## src/rtl/loopback_router.sv

```systemverilog
module loopback_router #(
  parameter int DW          = 24,
  parameter int MUTE_FRAMES = 2
) (
  input  logic          clk,
  input  logic          rst_n,
  input  logic          frame_tick,
  input  logic          loop_req,
  input  logic          src_req,
  input  logic          fmt_we,
  input  logic [1:0]    fmt_wdata,
  input  logic          adc_fmt,
  input  logic [DW-1:0] adc_data,
  input  logic [DW-1:0] ext_a_data,
  input  logic [DW-1:0] ext_b_data,
  output logic [DW-1:0] dac_data,
  output logic [1:0]    dac_fmt,
  output logic          dac_zero,
  output logic [DW-1:0] sdout_data,
  output logic          sdout_fmt,
  output logic          loop_active,
  output logic          src_active
);
  localparam int CW = $clog2(MUTE_FRAMES + 1);

  logic          loop_q, sel_q;
  logic [1:0]    fmt_shadow, fmt_live;
  logic [CW-1:0] mute_cnt;
  logic          switching, loop_clearing;
  logic [1:0]    newest_fmt;
  logic [DW-1:0] routed;

  assign switching     = frame_tick && ((loop_req != loop_q) || (src_req != sel_q));
  assign loop_clearing = frame_tick && loop_q && !loop_req;
  assign newest_fmt    = fmt_we ? fmt_wdata : fmt_shadow;

  always_ff @(posedge clk or negedge rst_n) begin
    if (!rst_n) begin
      loop_q <= 1'b0;
      sel_q  <= 1'b0;
    end else if (frame_tick) begin
      loop_q <= loop_req;
      sel_q  <= src_req;
    end
  end

  always_ff @(posedge clk or negedge rst_n) begin
    if (!rst_n) begin
      fmt_shadow <= 2'b00;
      fmt_live   <= 2'b00;
    end else begin
      if (fmt_we)
        fmt_shadow <= fmt_wdata;
      if (loop_clearing)
        fmt_live <= newest_fmt;
      else if (!loop_q && fmt_we)
        fmt_live <= fmt_wdata;
    end
  end

  always_ff @(posedge clk or negedge rst_n) begin
    if (!rst_n)
      mute_cnt <= '0;
    else if (switching)
      mute_cnt <= CW'(MUTE_FRAMES);
    else if (frame_tick && mute_cnt != '0)
      mute_cnt <= mute_cnt - 1'b1;
  end

  assign routed      = loop_q ? adc_data : (sel_q ? ext_b_data : ext_a_data);
  assign dac_zero    = (mute_cnt != '0);
  assign dac_data    = dac_zero ? '0 : routed;
  assign dac_fmt     = fmt_live;
  assign sdout_data  = adc_data;
  assign sdout_fmt   = adc_fmt;
  assign loop_active = loop_q;
  assign src_active  = sel_q;
endmodule


```

## config.mk

```make
export PLATFORM = sky130hd
export DESIGN_NAME = loopback_router
export DESIGN_NICKNAME = d
export VERILOG_FILES = /design/src/rtl/loopback_router.sv
export SDC_FILE = /design/constraint.sdc
export NUM_CORES = 1
export LEC_CHECK = 0
export ABC_AREA = 1
export BUFFER_PORTS_ARGS = -buffer_cell sky130_fd_sc_hd__buf_2
export CAP_MARGIN = 20
export CORE_MARGIN = 4
export CORE_UTILIZATION = 43
export CTS_BUF_LIST = sky130_fd_sc_hd__clkbuf_2
export CTS_CLUSTER_DIAMETER = 40
export CTS_CLUSTER_SIZE = 16
export DETAILED_ROUTE_END_ITERATION = 16
export PLACE_DENSITY = 0.95
export SLEW_MARGIN = 30
export SYNTH_ARGS = -nofsm -noshare
export SYNTH_HDL_FRONTEND = slang
export SYNTH_SLANG_ARGS = --single-unit
```

## constraint.sdc

```tcl
create_clock -name clk -period 1.7 [get_ports clk]
set_input_delay 0.17 -clock clk [delete_from_list [all_inputs] [get_ports clk]]
set_output_delay 0.17 -clock clk [all_outputs]
set_load 0.05 [all_outputs]
```

Word level (Yosys, flattened, before mapping)
Index checks and enable logic that the tools add are counted.
W data, S select, Z words.
{"block": "totals", "regBits": 8, "in_bits": 81, "wordCells": 27}
{"block": "op_classes", "n_eq_ne": 2, "mux": 8, "n_addsub": 1, "reduce_logical": 11}
{"cell": "$mux W24", "n": 3}
{"cell": "$mux W2", "n": 5}
{"cell": "$reduce_bool A2 Y1", "n": 3}
{"cell": "$logic_and A1 B1 Y1", "n": 5}
{"cell": "$logic_not A1 Y1", "n": 2}
{"cell": "$ne A1 B1 Y1", "n": 2}
{"cell": "$sub A2 B1 Y2 const B", "n": 1}
{"cell": "$logic_or A1 B1 Y1", "n": 1}

Depth between registers and ports, before layout
{"block": "logic_depth", "word_depth": 4, "mapped_depth": 8, "ltp_nobuf": 7}

Worst setup path before layout
No wires, ideal clock.
{"block": "synth_path", "path_type": "register -> output", "from": "reg sel_q, in the netlist src_active", "to": "out dac_data[11]", "path_stages_with_launch": 7, "t_required_ps": 1530, "arrival_time_ps": 1470, "slack_ps": 60, "cell_sequence": "dfrtp_1 -> buf_6 -> buf_6 -> nand2_1 -> nand3_2 -> o211ai_2 -> inv_1"}
{"block": "synth_between", "elab_chain_cells": 3}
{"element": "start, declared", "line": "26", "rtl": "logic loop_q, sel_q;"}
{"element": "start signal, assigned", "line": "43", "rtl": "sel_q <= src_req;"}
{"element": "$mux W24 (2 in a row)", "line": "70", "rtl": "assign routed = loop_q ? adc_data : (sel_q ? ext_b_data : ext_a_data);"}
{"element": "$mux W24", "line": "72", "rtl": "assign dac_data = dac_zero ? '0 : routed;"}
{"element": "end, declared", "line": "16", "rtl": "output logic [DW-1:0] dac_data,"}
No other way between the ends.

Worst setup path after layout
{"block": "layout_path", "from": "reg mute_cnt[0]", "to": "out dac_data[6]"}
{"block": "layout_between", "elab_chain_cells": 2}
{"element": "start, declared", "line": "28", "rtl": "logic [CW-1:0] mute_cnt;"}
{"element": "start signal, assigned", "line": "65", "rtl": "mute_cnt <= CW'(MUTE_FRAMES);"}
{"element": "start signal, assigned", "line": "67", "rtl": "mute_cnt <= mute_cnt - 1'b1;"}
{"element": "$reduce_bool A2 Y1", "line": "71", "rtl": "assign dac_zero = (mute_cnt != '0);"}
{"element": "$mux W24", "line": "72"}
No other way between the ends.

==> flow_summary.yaml <==
status:
  status: "completed"
die:
  die_y_microns: 68.6
  die-width_microns: 68.6
  initial_core_util: 0.459
  ios: 135
  die-area_sq_um: 4710
  core_area_sq_um: 3440
  placementRows: 21
placed_design:
  dp_slack_ns: 0.196
  place_congestion: 0.840
  place_hpwl_microns: 3750
  dpl-instance-area_sq_um: 2030
  io_buffers: 132
route:
  drtPass1Iterations: 4
  ant_nets: 0
  wl_per_cell_microns: 13.0
  vias: 1765
  wl_met2_microns: 2520
  dr_wl_met3_microns: 480
  routed_wl_microns: 4740
  drc: 0
  wl_met1_microns: 1700
  vias_per_cell: 4.84
  dr.first_iter.drc_count: 61
  top_layer_used: "met4"
synth:
  yosysWarnings: 0
  postSynthNetCount: 296
  synth_edf_count: 0
  syn_area_sq_um: 1580
  syn_area_per_cell_sq_um: 7.38
  ys_seq_area_frac: 0.127
  async_flop_share: 1.00
  synth_area_leaders: "o211ai_2 (15%), buf_4 (13%), dfrtp_1 (13%)"
  synth_flop_cell: "dfrtp_1"
  synth_top_cell_area_share: 0.151
  yosys-top-cells-count: "nand2_1 (41), buf_4 (27), inv_1 (27), nand2_2 (24)"
  yosysMostFrequentCell: "nand2_1"
  synth_top_area_cell: "o211ai_2"
  ys_types: 18
  netlist_instances: 214
  ys_ff_latch: 8
global_route:
  grt_pass1_wl_microns: 6640
  grt_max_degree: 27
  track_usage: 0.181
  grt_pass1_vias: 1544
  antenna_found_initial: 0
  overflow: 0
finish:
  diodes: 0
  nets: 403
  drive_gt1_frac: 0.677
  fin_util: 0.629
  syn_to_final_growth_pct: 37.1
  final_area_sq_um: 2160
cts:
  cts_tree: "done"
  clk_pin_slew_ns: 0.07
  cts.sinks: 8
  clkLatencyLatePin_ns: 0.23
  cts_buffers: 3
  clockRootBuffer: "clkbuf_2"
  clockBufferDepth: 2
  ctsHtreeMaxLevel: 1
  post_cts_buffers: 0
timing:
  worstMarginPinSlew_ns: 0.269
  min_period_over_period: 0.955
  max_slew_margin: 0.822
  finalSetupViolations: 0
  drv_slew: 0
  layout_setup_ws_ns: 0.0770
  fin_crit_ns: 1.62
  finClkSkew_ns: 0.00330
  hold_violations: 0
  fmax_ghz: 0.616
worst_setup_path:
  path_cells: "inv_1 -> ha_2 -> buf_12 -> o211ai_2 -> inv_2 -> clkbuf_4"
  critPathArrivalTime_ns: 1.45
  critPathMaxFanout: 17
  rrSetupSlack_ns: 0.43
  path_buf_inv: 4
  end_kind: "output port"
  crit_type: "register to output port"
  r2r-end: "mute_cnt[1]$_DFFE_PN0P_"
  cpMaxStageDelayCell: "dfrtp_1"
  cp_top_family: "buffers and inverters"
  cp-start-kind: "register"
  max_stage_delay_ns: 0.38
  r2r_start: "loop_active$_DFFE_PN0P_"
  cp.required_ns: 1.53
  reg2reg_depth: 7
worst_hold_path:
  hold_path.class: "input pin to register"
  min_from: "src_req"
  hold_depth: 3
  min_to: "src_active$_DFFE_PN0P_"
power:
  p_per_area_nw_per_um2: 862
  peakVddDrop_v: 0.000452
  p_leak_nw: 1.33
  total_power_mw: 1.87
flow_run:
  cap_violations: 0
tightest hold or removal path, delay by kind of cell:
family          cells  cell delay, ns
buf+inv             1            0.10
simple gates        1            0.05
compound gates      1            0.06
repair_timing:
| item | 4_1_cts | 5_1_grt |
|---|---|---|
| setup endpoints to repair | 15 | 24 |
| hold endpoints to repair | 8 | 0 |
| hold buffers | 1 | 0 |
| resized for setup | 3 | 46 |
| cloned | 0 | 1 |
sequential cells by signal (all words and copies together) (netlist names):
| name | count |
|---|---|
| loop_active | 1 |
| mute_cnt | 2 |
| dac_fmt | 2 |
| src_active | 1 |
| fmt_shadow | 2 |
final cells by class:
type	instances	area (sq um)
Multi-Input combinational cell	132	898
Timing Repair Buffer	140	846
Inverter	36	145
Sequential cell	8	203
Tap cell	46	57.6
Clock buffer	3	15.0
Fill cell	298	1280
cells by family (layout without fill, tap and decap cells):
logic type / count (synthesis) / count (layout) / synth area share
adders and majority gates: 1 / 1 / 0.00792
DFF: 8 / 8 / 0.127
and+or+nand+nor: 103 / 103 / 0.372
buffers and inverters: 74 / 179 / 0.306
AOI/OAI and AO/OA: 28 / 28 / 0.187
placed cells by master, fill, tap and decap left out, types with 6 or more instances in the layout:
cell type,count
nand2_2,24
nand2_1,41
inv_2,7
inv_1,27
nand3_1,18
o211ai_2,19
nand3_2,19
buf_2,108
dfrtp_1,6
buf_4,20
power breakdown:
part           internal (mW)  switching (mW)  total [mW]  leakage [nW]
clock network         0.0481          0.0598       0.108        0.0125
registers              0.219          0.0194       0.238        0.0953
logic                  0.491            1.03        1.52          1.23
routing by layer:
metal	GRT usage	vias to the layer above
li1	-	872
met1	0.188	791
met2	0.379	91
met3	0.0227	11
met4	0.0248	0
met5	0	-
how the worst max path moves through the flow:
stage / startpoint / to / slack [ns] / depth (start not counted)
4_1_cts: mute_cnt[0]$_DFFE_PN0P_ / dac_data[7] / 0.0004 / 6
6_report: mute_cnt[0]$_DFFE_PN0P_ / dac_data[6] / 0.08 / 6
3_3_place_gp: mute_cnt[0]$_DFFE_PN0P_ / dac_data[23] / 0.25 / 6
3_5_place_dp: mute_cnt[0]$_DFFE_PN0P_ / dac_data[23] / 0.20 / 6
5_1_grt: mute_cnt[0]$_DFFE_PN0P_ / dac_data[20] / -0.03 / 6
2_1_floorplan: src_active$_DFFE_PN0P_ / dac_data[11] / 0.06 / 6
through the flow:
step	hold slack (ns)	cells	setup TNS (ns)
after floorplan	-0.126	214	0
after global placement	0.0152	360	0
after detailed placement	0.0171	360	0
after CTS	0.183	364	0
after global routing	0.186	365	-0.0283
final	0.189	365	0
No activity file was read; power rests on OpenSTA's default activity.
